$ cat src/rtl/icr_pkg.sv
package icr_pkg;

  // Strobes passed from the access decoder to the register datapath
  typedef struct packed {
    logic maskWr;   // write to this register this cycle
    logic maskSet;  // 1: set selected mask bits, 0: clear them
    logic flagRd;   // read of this register this cycle
  } icrStrobe_t;

endpackage

$ cat src/rtl/icr_ctrl.sv
module icr_ctrl
  import icr_pkg::*;
#(
  parameter int ADDR_W     = 4,
  parameter int REG_OFFSET = 13
) (
  input  logic [ADDR_W-1:0] regAddr,
  input  logic              wrEn,
  input  logic              rdEn,
  input  logic              setClrBit,
  output icrStrobe_t        strobe
);

  localparam logic [ADDR_W-1:0] HIT_ADDR = ADDR_W'(REG_OFFSET);

  logic addrHit;

  assign addrHit = (regAddr == HIT_ADDR);

  always_comb begin
    strobe         = '0;
    strobe.maskWr  = wrEn & addrHit;
    strobe.maskSet = setClrBit;
    strobe.flagRd  = rdEn & addrHit;
  end

endmodule

$ cat src/rtl/icr_datapath.sv
module icr_datapath
  import icr_pkg::*;
#(
  parameter int NUM_SRC = 5,
  parameter int DATA_W  = 8
) (
  input  logic               clk,
  input  logic               rstN,
  input  icrStrobe_t         strobe,
  input  logic [NUM_SRC-1:0] maskBits,
  input  logic [NUM_SRC-1:0] srcPulse,
  output logic [DATA_W-1:0]  rdData,
  output logic               irqOut
);

  localparam int SUM_BIT = DATA_W - 1;

  logic [NUM_SRC-1:0] flagQ;
  logic [NUM_SRC-1:0] maskQ;
  logic [NUM_SRC-1:0] flagNext;
  logic [NUM_SRC-1:0] maskNext;
  logic [NUM_SRC-1:0] flagSeen;
  logic               irqQ;

  // Flags as visible this cycle, including events that land now
  assign flagSeen = flagQ | srcPulse;

  for (genvar i = 0; i < NUM_SRC; i++) begin : g_bit
    assign flagNext[i] = strobe.flagRd ? 1'b0 : flagSeen[i];
    always_comb begin
      maskNext[i] = maskQ[i];
      if (strobe.maskWr && maskBits[i]) maskNext[i] = strobe.maskSet;
    end

    // any pulse outside a read leaves its flag set
    a_r5_flag_latch: assert property (@(posedge clk) disable iff (!rstN)
      (srcPulse[i] && !strobe.flagRd) |=> flagQ[i]);
    // mask only moves on a decoded write
    a_r11_mask_hold: assert property (@(posedge clk) disable iff (!rstN)
      !strobe.maskWr |=> $stable(maskQ[i]));
  end

  always_ff @(posedge clk) begin
    if (!rstN) begin
      flagQ <= '0;
      maskQ <= '0;
      irqQ  <= 1'b0;
    end else begin
      flagQ <= flagNext;
      maskQ <= maskNext;
      irqQ  <= |(flagNext & maskNext);
    end
  end

  always_comb begin
    rdData = '0;
    if (strobe.flagRd) begin
      rdData[NUM_SRC-1:0] = flagSeen;
      rdData[SUM_BIT]     = |(flagSeen & maskQ);
    end
  end

  assign irqOut = irqQ;

  // a read leaves no flag behind
  a_r7_read_clears: assert property (@(posedge clk) disable iff (!rstN)
    strobe.flagRd |=> (flagQ == '0));
  // a read cycle never leaves the request raised
  a_r10_race_quiet: assert property (@(posedge clk) disable iff (!rstN)
    strobe.flagRd |=> !irqOut);
  // an enabled event outside a read raises the request
  a_r8_event_irq: assert property (@(posedge clk) disable iff (!rstN)
    ((|(srcPulse & maskQ)) && !strobe.flagRd && !strobe.maskWr) |=> irqOut);
  // set command leaves selected bits set
  a_r3_mask_set: assert property (@(posedge clk) disable iff (!rstN)
    (strobe.maskWr && strobe.maskSet) |=> ((maskQ & $past(maskBits)) == $past(maskBits)));
  // clear command leaves selected bits clear
  a_r4_mask_clr: assert property (@(posedge clk) disable iff (!rstN)
    (strobe.maskWr && !strobe.maskSet) |=> ((maskQ & $past(maskBits)) == '0));
  // request follows the registered flag and mask state
  a_r12_irq_track: assert property (@(posedge clk) disable iff (!rstN)
    irqOut == (|(flagQ & maskQ)));

endmodule

$ cat src/rtl/intr_mask_reg.sv
module intr_mask_reg
  import icr_pkg::*;
#(
  parameter int ADDR_W     = 4,
  parameter int DATA_W     = 8,
  parameter int NUM_SRC    = 5,
  parameter int REG_OFFSET = 13
) (
  input  logic               clk,
  input  logic               rstN,
  input  logic [ADDR_W-1:0]  regAddr,
  input  logic               wrEn,
  input  logic               rdEn,
  input  logic [DATA_W-1:0]  wrData,
  input  logic [NUM_SRC-1:0] srcPulse,
  output logic [DATA_W-1:0]  rdData,
  output logic               irqOut
);

  localparam int CMD_BIT = DATA_W - 1;

  icrStrobe_t strobe;

  icr_ctrl #(
    .ADDR_W    (ADDR_W),
    .REG_OFFSET(REG_OFFSET)
  ) ctrl_i (
    .regAddr  (regAddr),
    .wrEn     (wrEn),
    .rdEn     (rdEn),
    .setClrBit(wrData[CMD_BIT]),
    .strobe   (strobe)
  );

  icr_datapath #(
    .NUM_SRC(NUM_SRC),
    .DATA_W (DATA_W)
  ) dp_i (
    .clk     (clk),
    .rstN    (rstN),
    .strobe  (strobe),
    .maskBits(wrData[NUM_SRC-1:0]),
    .srcPulse(srcPulse),
    .rdData  (rdData),
    .irqOut  (irqOut)
  );

endmodule

$ cat config.mk
export PLATFORM = sky130hd
export DESIGN_NAME = intr_mask_reg
export DESIGN_NICKNAME = d
export VERILOG_FILES = /design/src/rtl/icr_pkg.sv /design/src/rtl/icr_ctrl.sv /design/src/rtl/icr_datapath.sv /design/src/rtl/intr_mask_reg.sv
export SDC_FILE = /design/constraint.sdc
export NUM_CORES = 1
export LEC_CHECK = 0
export CAP_MARGIN = 30
export CORE_MARGIN = 4
export CORE_UTILIZATION = 36
export DETAILED_ROUTE_END_ITERATION = 12
export GPL_TIMING_DRIVEN = 0
export HOLD_SLACK_MARGIN = 0.05
export PLACE_DENSITY = 0.77
export SLEW_MARGIN = 25
export SYNTH_ARGS = -nofsm -noshare
export SYNTH_HDL_FRONTEND = slang
export SYNTH_SLANG_ARGS = --single-unit
$ cat constraint.sdc
create_clock -name clk -period 1.8 [get_ports clk]
set_clock_uncertainty 0.1 [all_clocks]
set_input_delay 0.45 -clock clk [delete_from_list [all_inputs] [get_ports clk]]
set_output_delay 0.45 -clock clk [all_outputs]
set_load 0.1 [all_outputs]
=== After elaboration in Yosys (flattened, before gate mapping) ===
Cells that the tools add are included.

* Word-level logic and storage cells: 28
* Bits in registers: 11
* Output and inout bits: 9
* Input bits: 21

* Equality and inequality tests: 1
* Bitwise gates (word level): 5
* Multiplexer cells: 12
* Reduce and logical (&&, ||, !) cells: 7

{| class="wikitable"
|+ Operator list
! kind !! number
|-
| $mux W1 || 11
|-
| $and A5 B5 Y5 || 2
|-
| $reduce_or A5 Y1 || 2
|-
| $logic_and A1 B1 Y1 || 5
|-
| $mux W5 || 1
|-
| $or A5 B5 Y5 || 1
|-
| $eq A4 B4 Y1 const B || 1
|-
| $and A1 B1 Y1 || 2
|}

=== Depth between registers and ports, before layout ===
Gate-level depths: netlist of the first run.

* Word-level depth: 6
* Depth in mapped cells: 6
* Depth with buffers taken out: 5

=== By module ===
Synthesis of the first run repeated with hierarchy kept, for this count alone.

* Cells, all modules: 62
* Area, all modules: 518.0 µm²

{| class="wikitable"
|+ By module, submodules not included
! module !! area each (µm²) !! seq. area each (µm²) !! cells each !! times used
|-
| icr_datapath || 488.0 || 220.2 || 58 || 1
|-
| icr_ctrl || 30.0 || 0.0 || 4 || 1
|}

=== Least setup slack after synthesis of the first run ===
OpenSTA, ideal clock, no wires.

* Path kind: input to output
* From: in regAddr[1]
* To: out rdData[7]
* Buffers on the path: 1
* Setup slack: -1,249 ps
* Cell stages on the path: 4
* Arrival: 2,499 ps
* Cells stage by stage: and4b_1 buf_4 nand2_1 a31oi_1

* Word-level cells in the longest chain between the ends: 3

{| class="wikitable"
|+ Ends and longest elaborated chain
! element !! line !! RTL
|-
| start, declared || intr_mask_reg.sv:11 || <nowiki>input logic [ADDR_W-1:0] regAddr,</nowiki>
|-
| $eq A4 B4 Y1 || icr_ctrl.sv:18 || <nowiki>assign addrHit = (regAddr == HIT_ADDR);</nowiki>
|-
| $and A1 B1 Y1 || icr_ctrl.sv:24 || <nowiki>strobe.flagRd = rdEn & addrHit;</nowiki>
|-
| $mux W1 || icr_datapath.sv:57 || <nowiki>if (strobe.flagRd) begin</nowiki>
|-
| end, declared || intr_mask_reg.sv:16 || <nowiki>output logic [DATA_W-1:0] rdData,</nowiki>
|}

Every way passes these cells.

=== Worst setup path after layout of the first run ===
Ends and elaborated chain as after synthesis.

==> results of run 1 <==
-- metal layers --
layer	part of all wire, %	GRT usage, %	up-vias
met2	54	27.2	17
li1	-	-	282
met3	6.5	4.35	4
met1	38	18.5	252
met5	0	0	-
met4	1.3	6.82	0
-- stage by stage --
step / TNS (ps) / std cells / hold slack, ps
finish: -494 / 111 / 456
global route: -673 / 111 / 482
CTS: -410 / 108 / 441
detailed placement: -9500 / 103 / 416
global placement: -9150 / 103 / 407
floorplan: -998 / 63 / 395
-- sequential cells by signal, summed over array words and instances (netlist names) --
signal,count
dp_i.flagQ,5
dp_i.irqOut,1
dp_i.maskQ,5
-- power by group through the flow --
stage	combinational, uW	clock [uW]	sequential (uW)
2_1_floorplan	61.8	0	266
3_3_place_gp	119	0	263
3_5_place_dp	121	0	263
4_1_cts	120	170	259
5_1_grt	143	186	260
6_report	136	169	259
-- cells by family after synthesis --
| family | after synthesis |
|---|---|
| AOI/OAI and AO/OA | 9 |
| muxes | 5 |
| DFF | 11 |
| and+or+nand+nor | 33 |
| other | 1 |
| buffers and inverters | 3 |
-- cells in the mapped netlist --
cell and n:
a31oi_1 1, o21ai_0 6, buf_4 3, o41a_1 1
nor3_1 3, nor2_1 15, o32ai_1 1, nand3_1 4
conb_1 1, dfxtp_1 11, nand3_2 1, and2_1 1
and3_1 1, and4b_1 1, nor2b_1 3, mux2i_1 5
and2b_2 1, nand2_1 2, and2b_1 1
-- area by class of cell --
cell class              instances  area, sq um
flip-flops and latches         11          220
repair buffers                 30          338
multi-input cells              49          460
clock buffers                   4         26.3
fillers                        92          255
well taps                      15         18.8
plain buffers                   2         15.0
-- what timing repair did --
| action | 4_1_cts | 5_1_grt |
|---|---|---|
| setup buffers | 1 | 4 |
| resized for setup | 83 | 21 |
| pin swaps | 5 | 4 |
| setup endpoints to repair | 8 | 7 |
| hold buffers | 0 | 0 |
-- tightest hold or removal path, delay by kind of cell (launching register included) --
kind	cells	cell delay (ps)
DFF	1	320
and+or+nand+nor	2	190
-- layout by cell type, fill, tap and decap left out, types with 2 or more instances in the layout --
cell type / count
dfxtp_1: 11
nor2_1: 9
clkdlybuf4s50_1: 7
buf_4: 6
dlygate4sd2_1: 6
buf_12: 6
nor2_4: 5
nand3_4: 3
mux2i_4: 3
nor2b_1: 3
clkbuf_4: 3
buf_2: 3
o21ai_1: 2
o21ai_0: 2
o21ai_2: 2
nand3_2: 2
mux2i_2: 2
nor3_1: 2
conb_1: 2
-- worst min path at each step --
stage	endpoint	from	slack [ps]
after floorplan	dp_i.flagQ[0]$_SDFF_PN0_	dp_i.flagQ[0]$_SDFF_PN0_	400
after global placement	dp_i.flagQ[0]$_SDFF_PN0_	dp_i.flagQ[0]$_SDFF_PN0_	410
after detailed placement	dp_i.flagQ[0]$_SDFF_PN0_	dp_i.flagQ[0]$_SDFF_PN0_	420
after CTS	dp_i.flagQ[1]$_SDFF_PN0_	dp_i.flagQ[1]$_SDFF_PN0_	440
after global routing	dp_i.flagQ[1]$_SDFF_PN0_	dp_i.flagQ[1]$_SDFF_PN0_	480
final	dp_i.flagQ[1]$_SDFF_PN0_	dp_i.flagQ[1]$_SDFF_PN0_	460
==> results_dict.tcl, run 1 <==
set metrics [dict create \
    numCtsBuffers 3 \
    syn_inst 62 \
    tritoncts "yes" \
    regToRegEndpoint "dp_i.irqOut$_SDFF_PN0_" \
    slew_headroom_pct 63.7 \
    cp_cell_sequence "buf_6, and4b_2, nand2_8, a31oi_4, buf_12" \
    vias 555 \
    clk_pin_slew_ps 70 \
    drv_slew 0 \
    min_path_type "register to register" \
    min_period_ps 1930 \
    gp_congestion 0.745 \
    crit_fanout 8 \
    slowest_delay_ps 340 \
    clockRootBuffer "clkbuf_4" \
    p_int_uw 393 \
    fmax_mhz 518 \
    grt_usage_pct 16.0 \
    yosysSeqAreaShare_pct 42.4 \
    power_per_cell_area_nw_per_um2 523 \
    grt_overflow 0 \
    nets 118 \
    synth_compound_area_share_pct 10.8 \
    max_cap_violations 0 \
    tightest_slew_ps 547 \
    dp_hpwl_um 1080 \
    drtIter0Drc 6 \
    netlist_area_sq_um 519 \
    cpMaxStageDelayCell "and4b_2" \
    combPwrFrac_pct 24.1 \
    synth_area_leaders "dfxtp_1 (42%), nor2_1 (11%), mux2i_1 (9.6%)" \
    routed_wirelength_um 1670 \
    status "finished, violations left" \
    p_seq_share_pct 46.0 \
    first_global_vias 560 \
    crit_start "regAddr[1]" \
    grt_setup_unrepaired "true" \
    clockBufferDepth 2 \
    synthMuxAreaShare_pct 9.64 \
    finalPower_uw 564 \
    clk_latency_ps 260 \
    die_y_um 46.0 \
    viasPerCell 5.00 \
    synth_top_family_by_area "simple AND/OR/NAND/NOR gates" \
    cp.depth 5 \
    drive_above_1_share_pct 46.9 \
    start_util_pct 38.9 \
    setup_ws_ps -129 \
    avgSynthCellArea_sq_um 8.37 \
    synthAdderAreaFrac_pct 0 \
    cp_num_buf_inv 2 \
    placed_area_sq_um 865 \
    ant_nets 0 \
    r2r_slack_ps 390 \
    io_buffers 25 \
    swShare_pct 30.4 \
    fp.dieArea_sq_um 2110 \
    setup_viol 7 \
    worstRegToRegCells 3 \
    antenna_found_initial 0 \
    rows 13 \
    cp_data_required_time_ps 1250 \
    h-tree-depth 1 \
    drc 0 \
    hold_path_depth 2 \
    wl_per_cell_um 15.0 \
    yosys.area_share.xor_xnor_pct 0 \
    worst_setup_path_end_kind "output pin" \
    dpl_worst_slack_ps -1410 \
    path_class "input pin to output pin" \
    final_hold_viol_count 0 \
    synth.distinct_cells 19 \
    worstReg2RegStart "dp_i.flagQ[1]$_SDFF_PN0_" \
    irDropWorstVdd_mv 0.464 \
    fin_util_pct 80.9 \
    violations "negative setup slack" \
    power.leakage_uw 0.000402 \
    power.switching_uw 172 \
    grt_max_degree 9 \
    ys_ff_latch 11 \
    critPathLaunchType "input pin" \
    cts_num_sinks 11 \
    diodes 0 \
    critical_path_arrival_ps 1380 \
    ys_warn_count 0 \
    die_width_um 46.0 \
    first_pass_iters 2 \
    core_area_sq_um 1330 \
    yosysTopAreaCell "dfxtp_1" \
    grt_first_pass_wirelength_um 2390 \
    netlist.area_leader.share_pct 42.4 \
    top_level_ports 30 \
    p_clk_share_pct 30.0 \
    cp_top_family "simple AND/OR/NAND/NOR gates" \
    critPathCapture "rdData[7]" \
    finish.instance_area_sq_um 1080 \
    synthSimpleGateAreaFrac_pct 32.0 \
    fin_crit_sh_pct 107 \
    area_delta_synth_final_pct 108 \
]
Note: power is estimated with default switching activity, not from simulation.
==> inputs of run 2 (changes only) <==
SKIP_CTS_REPAIR_TIMING = 1   (was unset)
==> run 2 against run 1 <==
Compared with the run above: the flow still finishes with violations (negative setup slack); wire length down 5.0%; critical path type unchanged; highest routed layer unchanged; global-route usage decreased by 1.7 points; via count increased by 1.3%.
==> results_dict.tcl, run 2 (synthesized netlist as in run 1, its figures left out) <==
set metrics [dict create \
    h-tree-depth 1 \
    fin_util_pct 77.0 \
    nets 117 \
    first_global_vias 536 \
    grt_max_degree 9 \
    viasPerCell 5.11 \
    slew_headroom_pct 64.1 \
    drv_slew 0 \
    cp_data_required_time_ps 1250 \
    die_width_um 46.0 \
    power_per_cell_area_nw_per_um2 547 \
    path_class "input pin to output pin" \
    ant_nets 0 \
    io_buffers 25 \
    violations "negative setup slack" \
    grt_usage_pct 14.3 \
    final_hold_viol_count 0 \
    rows 13 \
    drtIter0Drc 1 \
    setup_ws_ps -139 \
    setup_viol 7 \
    antenna_found_initial 0 \
    core_area_sq_um 1330 \
    diodes 0 \
    numCtsBuffers 3 \
    clockRootBuffer "clkbuf_4" \
    worstRegToRegCells 3 \
    final_common_cell "dfxtp_1" \
    finalSetupTns_ps -469 \
    top_level_ports 30 \
    status "finished, violations left" \
    fmax_mhz 516 \
    hold_path_depth 3 \
    min_path_type "input pin to register" \
    place_inst 103 \
    die_y_um 46.0 \
    worst_hold_slack_ps 429 \
    grt_overflow 0 \
    wl_per_cell_um 14.4 \
    multiInputGateArea_sq_um 382 \
    tritoncts "yes" \
    grt_first_pass_wirelength_um 2170 \
    dp_hpwl_um 1080 \
    gp_congestion 0.745 \
    fin_cells 110 \
    critPathLaunchType "input pin" \
    fp.dieArea_sq_um 2110 \
    crit_fanout 8 \
    irDropWorstVdd_mv 0.387 \
    first_pass_iters 4 \
    regArea_sq_um 220 \
    clockBufferDepth 2 \
    vias 562 \
    min_period_ps 1940 \
    area_delta_synth_final_pct 97.8 \
    final_cell_mix "dfxtp_1 (11), dlymetal6s2s_1 (10), nor2_1 (8), clkdlybuf4s50_1 (7), buf_12 (6)" \
    fin_crit_sh_pct 108 \
    critical_path_arrival_ps 1390 \
    nFillCells 100 \
    dpl_worst_slack_ps -1410 \
    drc 0 \
    grt_setup_unrepaired "true" \
    worst_setup_path_end_kind "output pin" \
    power.leakage_uw 0.000479 \
    clk_latency_ps 270 \
    start_util_pct 38.9 \
    max_cap_violations 0 \
    routed_wirelength_um 1590 \
    drive_above_1_share_pct 36.8 \
    clk_pin_slew_ps 70 \
    cts_num_sinks 11 \
    tightest_slew_ps 541 \
]
-- run 2: routing by layer --
metal,vias to the layer above,global-route usage [%],wire (um)
met2,18,24.2,843
met5,-,0,0
li1,279,-,-
met4,0,6.82,21
met3,4,4.35,115
met1,261,16.1,606
-- run 2: through the flow --
step / area, sq um / power [uW]
floorplan: 596 / 328
global placement: 865 / 382
detailed placement: 865 / 384
CTS: 891 / 549
global route: 1030 / 584
finish: 1030 / 562
-- run 2: final cells by class --
cell class / instances / area share, %
plain buffers: 3 / 2.56
well taps: 15 / 1.83
flip-flops and latches: 11 / 21.4
multi-input cells: 49 / 37.1
repair buffers: 28 / 34.5
clock buffers: 4 / 2.56
-- run 2: critical path, stage by stage --
cell and delay [ps]:
buf_6 90, and4b_1 240, buf_6 130, nand2_8 90, a31oi_4 190, buf_12 190
-- run 2: path summary, 6_finish.rpt --
| path | from | end | slack, ps |
|---|---|---|---|
| setup / recovery | regAddr[1] | rdData[7] | -140 |
| hold / removal | srcPulse[1] | dp_i.flagQ[1]$_SDFF_PN0_ | 430 |
| setup reg to reg | dp_i.flagQ[2]$_SDFF_PN0_ | dp_i.irqOut$_SDFF_PN0_ | 440 |
| hold reg to reg | dp_i.flagQ[1]$_SDFF_PN0_ | dp_i.flagQ[1]$_SDFF_PN0_ | 450 |
-- run 2: power by group --
part	switching [uW]	leakage [uW]	internal, uW
sequential	6.94	0.0000903	253
combinational	73.5	0.000373	55.0
clock	87.9	0.0000150	85.9
total	168	0.000479	394
